$ cat config.mk
export PLATFORM = sky130hd
export DESIGN_NAME = scratch_stage
export DESIGN_NICKNAME = d
export VERILOG_FILES = /design/src/rtl/scp_pkg.sv /design/src/rtl/scp_bit_asm.sv /design/src/rtl/scp_store.sv /design/src/rtl/scp_status.sv /design/src/rtl/scratch_stage.sv
export SDC_FILE = /design/constraint.sdc
export NUM_CORES = 1
export LEC_CHECK = 0
export ABC_CLOCK_PERIOD_IN_PS = 3900
export BUFFER_PORTS_ARGS = -buffer_cell sky130_fd_sc_hd__buf_4
export CAP_MARGIN = 20
export CORE_AREA = 5 5 142 212
export CTS_BUF_LIST = sky130_fd_sc_hd__clkbuf_8 sky130_fd_sc_hd__clkbuf_16
export CTS_CLUSTER_DIAMETER = 80
export CTS_CLUSTER_SIZE = 30
export DETAILED_ROUTE_END_ITERATION = 8
export DIE_AREA = 0 0 147 217
export PLACE_DENSITY = 0.77
export SLEW_MARGIN = 15
export SYNTH_ARGS = -nofsm -noshare
export SYNTH_HDL_FRONTEND = slang
export SYNTH_HIERARCHICAL = 1
export SYNTH_SLANG_ARGS = --single-unit
$ cat constraint.sdc
create_clock -name clk -period 3.9 [get_ports clk]
set_clock_uncertainty 0.15 [all_clocks]
set_input_delay 0.585 -clock clk [delete_from_list [all_inputs] [get_ports clk]]
set_output_delay 0.585 -clock clk [all_outputs]
set_load 0.02 [all_outputs]
$ cat src/rtl/scp_pkg.sv
package scp_pkg;
  localparam int unsigned BYTE_W     = 8;
  localparam int unsigned PAGE_BYTES = 32;
  localparam int unsigned OFF_W      = $clog2(PAGE_BYTES);
  localparam int unsigned ADDR_W     = 2 * BYTE_W;
  localparam int unsigned BCNT_W     = $clog2(BYTE_W);

  typedef logic [BYTE_W-1:0] byte_t;
  typedef logic [OFF_W-1:0]  off_t;

  typedef enum logic [1:0] {
    SEL_TA_LO  = 2'd0,
    SEL_TA_HI  = 2'd1,
    SEL_STATUS = 2'd2,
    SEL_SPAD   = 2'd3
  } rd_sel_e;

  // Status byte layout: [7] auth, [6] zero, [5] partial, [4:0] ending offset.
  function automatic byte_t pack_status(input logic auth, input logic partial,
                                        input off_t end_off);
    return {auth, 1'b0, partial, end_off};
  endfunction

  // Shift a new bit into the top of an LSB-first accumulator.
  function automatic byte_t shift_lsb_first(input byte_t acc, input logic b);
    return {b, acc[BYTE_W-1:1]};
  endfunction

  function automatic logic is_page_top(input off_t ptr);
    return ptr == off_t'(PAGE_BYTES - 1);
  endfunction
endpackage

$ cat src/rtl/scp_bit_asm.sv
module scp_bit_asm
  import scp_pkg::*;
#(
  parameter int unsigned W  = BYTE_W,
  localparam int unsigned CW = $clog2(W)
) (
  input  logic          clk,
  input  logic          rst_n,
  input  logic          clear,
  input  logic          take,
  input  logic          bit_in,
  output logic          byte_done,
  output logic [W-1:0]  byte_val,
  output logic [CW-1:0] bit_cnt
);
  logic [W-1:0] sh_q;

  assign byte_done = take && (bit_cnt == CW'(W - 1));
  assign byte_val  = {bit_in, sh_q[W-1:1]};

  always_ff @(posedge clk) begin
    if (!rst_n) begin
      sh_q    <= '0;
      bit_cnt <= '0;
    end else if (clear) begin
      sh_q    <= '0;
      bit_cnt <= '0;
    end else if (take) begin
      sh_q    <= byte_val;
      bit_cnt <= byte_done ? '0 : bit_cnt + CW'(1);
    end
  end
endmodule

$ cat src/rtl/scp_store.sv
module scp_store
  import scp_pkg::*;
#(
  parameter int unsigned DEPTH = PAGE_BYTES,
  parameter int unsigned DW    = BYTE_W,
  localparam int unsigned AW   = $clog2(DEPTH)
) (
  input  logic          clk,
  input  logic          rst_n,
  input  logic          load,
  input  logic [AW-1:0] start_off,
  input  logic          byte_done,
  input  logic [DW-1:0] byte_val,
  input  logic [AW-1:0] sp_raddr,
  output logic [DW-1:0] sp_rdata,
  output logic [AW-1:0] end_off,
  output logic [AW-1:0] wr_ptr,
  output logic          full,
  output logic          store_we
);
  logic [DW-1:0] mem_q [DEPTH];

  assign store_we = byte_done && !full;
  assign sp_rdata = mem_q[sp_raddr];

  always_ff @(posedge clk) begin
    if (!rst_n) begin
      wr_ptr  <= '0;
      full    <= 1'b0;
      end_off <= '0;
    end else if (load) begin
      wr_ptr <= start_off;
      full   <= 1'b0;
    end else if (store_we) begin
      end_off <= wr_ptr;
      if (wr_ptr == AW'(DEPTH - 1)) full <= 1'b1;
      else                          wr_ptr <= wr_ptr + AW'(1);
    end
  end

  for (genvar g = 0; g < DEPTH; g++) begin : g_cell
    always_ff @(posedge clk) begin
      if (!rst_n)                                mem_q[g] <= '0;
      else if (store_we && wr_ptr == AW'(g))     mem_q[g] <= byte_val;
    end
  end
endmodule

$ cat src/rtl/scp_status.sv
module scp_status
  import scp_pkg::*;
#(
  parameter int unsigned AW_T = ADDR_W
) (
  input  logic            clk,
  input  logic            rst_n,
  input  logic            addr_load,
  input  logic [AW_T-1:0] addr_in,
  input  logic            wr_end,
  input  logic            auth_set,
  input  logic            partial_bits,
  output logic [AW_T-1:0] ta_q,
  output logic            active,
  output logic            pf_q,
  output logic            auth_q
);
  always_ff @(posedge clk) begin
    if (!rst_n) begin
      ta_q   <= '0;
      active <= 1'b0;
      pf_q   <= 1'b1;
      auth_q <= 1'b0;
    end else begin
      if (addr_load) begin
        ta_q   <= addr_in;
        active <= 1'b1;
      end else if (wr_end && active) begin
        pf_q   <= partial_bits;
        active <= 1'b0;
      end
      if (addr_load)     auth_q <= 1'b0;
      else if (auth_set) auth_q <= 1'b1;
    end
  end
endmodule

$ cat src/rtl/scratch_stage.sv
module scratch_stage
  import scp_pkg::*;
(
  input  logic              clk,
  input  logic              rst_n,
  input  logic              addr_load,
  input  logic [ADDR_W-1:0] addr_in,
  input  logic              bit_valid,
  input  logic              bit_in,
  input  logic              wr_end,
  input  logic              auth_set,
  input  logic [1:0]        rd_sel,
  input  logic [OFF_W-1:0]  sp_raddr,
  output logic [BYTE_W-1:0] rd_data
);
  logic [ADDR_W-1:0] ta_q;
  logic              active, pf_q, auth_q;
  logic              take, byte_done, full, store_we;
  byte_t             byte_val, sp_rdata, es_q;
  logic [BCNT_W-1:0] bit_cnt;
  off_t              end_off, wr_ptr;

  assign take = bit_valid && active && !addr_load && !wr_end;

  scp_bit_asm #(.W(BYTE_W)) u_asm (
    .clk(clk), .rst_n(rst_n), .clear(addr_load), .take(take), .bit_in(bit_in),
    .byte_done(byte_done), .byte_val(byte_val), .bit_cnt(bit_cnt)
  );

  scp_store #(.DEPTH(PAGE_BYTES), .DW(BYTE_W)) u_store (
    .clk(clk), .rst_n(rst_n), .load(addr_load), .start_off(addr_in[OFF_W-1:0]),
    .byte_done(byte_done), .byte_val(byte_val), .sp_raddr(sp_raddr),
    .sp_rdata(sp_rdata), .end_off(end_off), .wr_ptr(wr_ptr), .full(full),
    .store_we(store_we)
  );

  scp_status #(.AW_T(ADDR_W)) u_stat (
    .clk(clk), .rst_n(rst_n), .addr_load(addr_load), .addr_in(addr_in),
    .wr_end(wr_end), .auth_set(auth_set), .partial_bits(bit_cnt != '0),
    .ta_q(ta_q), .active(active), .pf_q(pf_q), .auth_q(auth_q)
  );

  assign es_q = pack_status(auth_q, pf_q, end_off);

  always_comb begin
    unique case (rd_sel_e'(rd_sel))
      SEL_TA_LO:  rd_data = ta_q[BYTE_W-1:0];
      SEL_TA_HI:  rd_data = ta_q[ADDR_W-1:BYTE_W];
      SEL_STATUS: rd_data = es_q;
      default:    rd_data = sp_rdata;
    endcase
  end
endmodule

==> results of run 1 <==
[Yosys cell counts (2+ instances only)]
| library cell | count | area [µm²] |
|---|---|---|
| nand3b_1 | 10 | 75.1 |
| a21boi_0 | 2 | 15.0 |
| ha_1 | 8 | 100 |
| nand3_1 | 5 | 25.0 |
| nor3b_1 | 5 | 37.5 |
| mux2i_1 | 29 | 290 |
| o21ai_0 | 31 | 155 |
| mux2_2 | 9 | 101 |
| nand2b_1 | 8 | 50.1 |
| o311a_1 | 2 | 20.0 |
| buf_1 | 5 | 18.8 |
| dfxtp_1 | 40 | 801 |
| and3_1 | 3 | 18.8 |
| o21a_1 | 2 | 15.0 |
| buf_4 | 9 | 67.6 |
| buf_6 | 3 | 33.8 |
| nor2_1 | 38 | 143 |
| and2_1 | 257 | 1610 |
| or3b_2 | 5 | 43.8 |
| nor2b_1 | 23 | 144 |
| a21oi_1 | 4 | 20.0 |
| clkbuf_1 | 46 | 173 |
| o211a_1 | 2 | 20.0 |
| nor3_1 | 2 | 10.0 |
| nand2_1 | 8 | 30.0 |
| edfxtp_1 | 256 | 7690 |
| inv_1 | 4 | 15.0 |
| buf_2 | 2 | 10.0 |
| nand4b_1 | 2 | 17.5 |
| mux4_2 | 87 | 1960 |
[worst max path at each step]
| stage | from | endpoint | slack [ns] | cells past startpoint |
|---|---|---|---|---|
| final | sp_raddr[1] | rd_data[7] | 0.17 | 7 |
| after global routing | sp_raddr[1] | rd_data[2] | 0.11 | 7 |
| after CTS | sp_raddr[1] | rd_data[7] | 0.17 | 7 |
| after detailed placement | sp_raddr[1] | rd_data[7] | 0.17 | 7 |
| after global placement | sp_raddr[1] | rd_data[7] | 0.19 | 7 |
| after floorplan | sp_raddr[2] | rd_data[0] | 0.36 | 6 |
[placed cells by master (no fill, tap or decap), types with 2 or more instances in the layout]
cell type / netlist / routed
a21boi_0: 2 / 2
a21oi_1: 4 / 4
and2_1: 257 / 257
and3_1: 3 / 3
buf_12: 0 / 4
buf_4: 9 / 83
clkbuf_16: 0 / 14
dfxtp_1: 40 / 38
dfxtp_2: 0 / 2
edfxtp_1: 256 / 256
ha_1: 8 / 8
inv_1: 4 / 11
mux2_2: 9 / 9
mux2i_1: 29 / 29
mux4_2: 87 / 87
nand2_1: 8 / 8
nand2b_1: 8 / 8
nand3_1: 5 / 5
nand3b_1: 10 / 10
nand4b_1: 2 / 2
nor2_1: 38 / 38
nor2b_1: 23 / 23
nor3b_1: 5 / 5
o211a_1: 2 / 2
o21a_1: 2 / 2
o21ai_0: 31 / 31
o311a_1: 2 / 2
or3b_2: 5 / 5
[layout make-up]
class,count,area (µm²),area share
well taps,346,433,0.0289
inverters,4,15.0,0.00100
clock buffers,14,350,0.0233
clock inverters,8,35.0,0.00233
flip-flops and latches,296,8490,0.566
repair buffers,87,703,0.0469
multi-input cells,550,4980,0.332
[metal layers]
metal	global-route usage	vias to the layer above	share of wire	wire [µm]
met5	0	-	0	0
met4	0.106	0	0.061	2030
met3	0.0275	95	0.076	2520
met2	0.362	405	0.51	17000
met1	0.257	3898	0.36	11800
li1	-	3432	-	-
[flip-flops by register name, indices dropped and copies added (netlist names)]
name,count
u_stat/active,1
u_asm/sh_q,7
u_stat/ta_q,16
u_stat/pf_q,1
u_stat/auth_q,1
u_store/mem_q,256
u_store/wr_ptr,5
u_store/full,1
u_asm/bit_cnt,3
u_store/end_off,5
[critical path, stage by stage]
cell	delay [ns]
buf_4	0.15
buf_12	0.22
mux4_2	0.55
mux4_2	0.55
mux2_2	0.29
mux4_2	0.46
buf_4	0.17
[through the flow]
stage | hold slack (ns) | power (µW) | instances | setup slack (ns)
2_1_floorplan | 0.308 | 4000 | 916 | 0.357
3_3_place_gp | 0.322 | 4200 | 1283 | 0.190
3_5_place_dp | 0.330 | 4220 | 1283 | 0.174
4_1_cts | 0.180 | 5760 | 1305 | 0.171
5_1_grt | 0.187 | 5910 | 1305 | 0.114
6_report | 0.182 | 5740 | 1305 | 0.166
[power breakdown]
part / internal [µW] / switching [µW]
logic: 255 / 243
registers: 3570 / 85.4
clock network: 664 / 928
total: 4490 / 1260
[cells by family (layout without fill, tap and decap cells)]
family,after synthesis,after routing,share of synthesized area
simple gates,371,371,0.163
compound gates,45,45,0.0193
buf+inv,70,113,0.0234
flops,296,296,0.616
mux,125,125,0.171
fa+ha+maj,8,8,0.00726
xor+xnor,1,1,0.000635
==> results.toml, run 1 <==
[run_status]
status = "completed"

[clock_network]
holdBufCountCts = 0
clkTransAtPathRegs_ns = 0.11
post_cts_buffers = 0
cts_resized = 0
cts_max_path_buffers = 3
cts_tree = "yes"
cts_buffers = 13
htreeDepth = 1
clock_latency_ns = 0.50
cts_sinks = 296
root_buffer = "clkbuf_16"

[synth]
synth_enable_flop_cells = 256
synth_nets = 954
synth_seq_cells = 296
ys_seq_area_frac = 0.616
synth.distinct_cells = 39
synth_ff_type = "edfxtp_1"
synthArstFlopShare = 0
yosysWarnings = 6
netlist_instances = 916
netlist_area_um2 = 13800
syn_avg_cell_area_um2 = 15.0

[critical_path]
startpoint_type = "input port"
cp_max_fo = 22
r2r_slack_ns = 0.78
rr_endpoint = "u_store/mem_q[25][4]"
end_kind = "output pin"
worstRegToRegCells = 8
path_class = "in2out"
cp_data_arrival_time_ns = 3.00
cp.required_ns = 3.16
rr_startpoint = "u_asm/bit_cnt[0]"

[global_route]
grt_max_degree = 42
grt_pass1_wl_um = 50200
grt_use_total = 0.209
overflow = 0
grt_pass1_vias = 7819
antenna_found_initial = 0

[floorplan]
die_w_um = 147
start_util = 0.495
io_pins = 38
num_rows = 75
die_area_um2 = 31900
die_y_um = 217
core_area_um2 = 27900

[min_path]
hp-class = "in2reg"
min_from = "addr_in[9]"
hold-path-endpoint = "u_stat/ta_q[9]"
min_path_cells = 3

[detailed_routing]
ant_nets = 0
drt-pass1-iter-count = 5
vias = 7830
wire_per_inst_um = 25.6
vias_per_cell = 6.00
wirelength_um = 33300
drt_iter0_drc = 840
drc_errors = 0

[timing]
slew_viol_final = 0
min_period_over_period = 0.958
worst_pin_slew_ns = 0.904
setup_tns_ns = 0
fin_crit_ns = 3.73
maxSlewHeadroom = 0.396
hold_violations = 0
max_clock_freq_ghz = 0.268
finalSetupViolations = 0
rsz0062_at_grt = "false"

[final_layout]
area_delta_synth_final_pct = 8.86
num-nets-final = 990
final_util = 0.538
fillers = 2147
drive_gt1_frac = 0.216
antennaDiodeCount = 0
fin_area_um2 = 15000

[place]
io_buffers = 37
gp_congestion = 0.874
dp_hpwl_um = 23300
dpl_cell_area_um2 = 14600

[power_and_ir_drop]
power_density_nw_per_um2 = 383
irDropWorstVdd_uv = 236
p_leak_uw = 0.00523

[flow_run]
drv_cap = 0
Note: power is estimated with default switching activity, not from simulation.
==> inputs of run 2 (changes only) <==
Settings changed: ABC_CLOCK_PERIOD_IN_PS 3900 to 4000.
Clock period 3.9 ns to 4 ns, I/O delays scaled along.
==> results.toml, run 2 (synthesis results as in run 1) <==
[clock_network]
cts_buffers = 13
root_buffer = "clkbuf_16"
cts_tree = "yes"
cts_resized = 0
cts_max_path_buffers = 3
clkTransAtPathRegs_ns = 0.12
htreeDepth = 1
cts_sinks = 296
post_cts_buffers = 0
clock_latency_ns = 0.50
holdBufCountCts = 0

[final_layout]
regMostFlops = "u_store/mem_q"
antennaDiodeCount = 0
area_delta_synth_final_pct = 8.94
final_common_cell = "and2_1"
num-nets-final = 990
largest_register_ffs = 256
drive_gt1_frac = 0.215
fin_area_um2 = 15000
reg_top3 = "u_store/mem_q x256, u_stat/ta_q x16, u_asm/sh_q x7"
layout_common_cells = "and2_1, edfxtp_1, mux4_2"
fillers = 2185

[power_and_ir_drop]
irDropWorstVdd_uv = 229
p_total_uw = 5580
p_leak_uw = 0.00523
power_density_nw_per_um2 = 371

[timing]
rsz0062_at_grt = "false"
setup_tns_ns = 0
maxSlewHeadroom = 0.318
finalSetupViolations = 0
max_clock_freq_ghz = 0.265
worst_pin_slew_ns = 1.02
fin_crit_ns = 3.77
slew_viol_final = 0
hold_violations = 0
min_period_over_period = 0.943

[critical_path]
cp_max_fo = 28
cp.required_ns = 3.25
path_class = "in2out"
cp_data_arrival_time_ns = 3.02
end_kind = "output pin"
startpoint_type = "input port"
worstRegToRegCells = 7

[detailed_routing]
wirelength_um = 31000
wire_per_inst_um = 23.8
drt_iter0_drc = 746
drc_errors = 0
drt-pass1-iter-count = 5
ant_nets = 0
vias = 7611
vias_per_cell = 5.83

[run_status]
status = "completed"

[min_path]
hp-class = "in2reg"
min_path_cells = 3

[global_route]
grt-busiest-layer = "met2"
grt_use_met3 = 0.0233
overflow = 0
grt_use_total = 0.196
antenna_found_initial = 0
grt_pass1_wl_um = 47900
met2_usage = 0.349
grt_max_degree = 67
grt_pass1_vias = 7913
grt_util_met1 = 0.245

[floorplan]
die_y_um = 217
die_w_um = 147
start_util = 0.495
io_pins = 38
num_rows = 75
core_area_um2 = 27900
die_area_um2 = 31900

[place]
dp_hpwl_um = 21400
io_buffers = 37
dpl_cell_area_um2 = 14600
gp_congestion = 0.828

[flow_run]
drv_cap = 0
## run 2: changes by cell type in the layout (fill, tap and decap cells not counted)
cell     change
buf_12       +1
buf_4        -1
dfxtp_1      +1
dfxtp_2      -1
## run 2: path summary, 6_finish.rpt
check / endpoint / start / slack (ns)
worst max-delay path: rd_data[4] / sp_raddr[1] / 0.23
worst min-delay path: u_stat/ta_q[9] / addr_in[9] / 0.20
worst max register to register: u_store/mem_q[0][4] / u_asm/bit_cnt[0] / 0.88
worst min register to register: u_asm/bit_cnt[1] / u_asm/bit_cnt[1] / 0.35
## run 2: routing by layer
| metal | wire, µm | part of all wire |
|---|---|---|
| met4 | 1240 | 0.040 |
| met1 | 11400 | 0.37 |
| met5 | 0 | 0 |
| met3 | 2050 | 0.066 |
| met2 | 16300 | 0.53 |
## run 2: final cells by class
cell class / instances / area [µm²] / share of cell area
Sequential cell: 296 / 8490 / 0.565
Multi-Input combinational cell: 550 / 4980 / 0.332
Timing Repair Buffer: 87 / 716 / 0.0477
Tap cell: 346 / 433 / 0.0288
Clock buffer: 14 / 350 / 0.0233
Clock inverter: 8 / 35.0 / 0.00233
Inverter: 4 / 15.0 / 0.00100
## run 2: power by group
| part | internal, µW | switching, µW |
|---|---|---|
| clock | 647 | 899 |
| sequential | 3480 | 61.0 |
| combinational | 250 | 243 |
## run 2: stage by stage
stage                     setup WS (ns)  instances  utilization  hold slack [ns]
after floorplan                   0.427        916            -            0.308
after global placement            0.239       1283        0.525            0.319
after detailed placement          0.217       1283        0.525            0.332
after CTS                         0.210       1305        0.539            0.198
after global routing              0.151       1305        0.539            0.199
final                             0.227       1305        0.539            0.204
## run 2: critical path, cell delays in order
cell and delay (ns):
buf_4 0.15, buf_12 0.25, mux4_2 0.54, mux4_2 0.54, mux2_2 0.29, mux4_2 0.46
buf_4 0.17
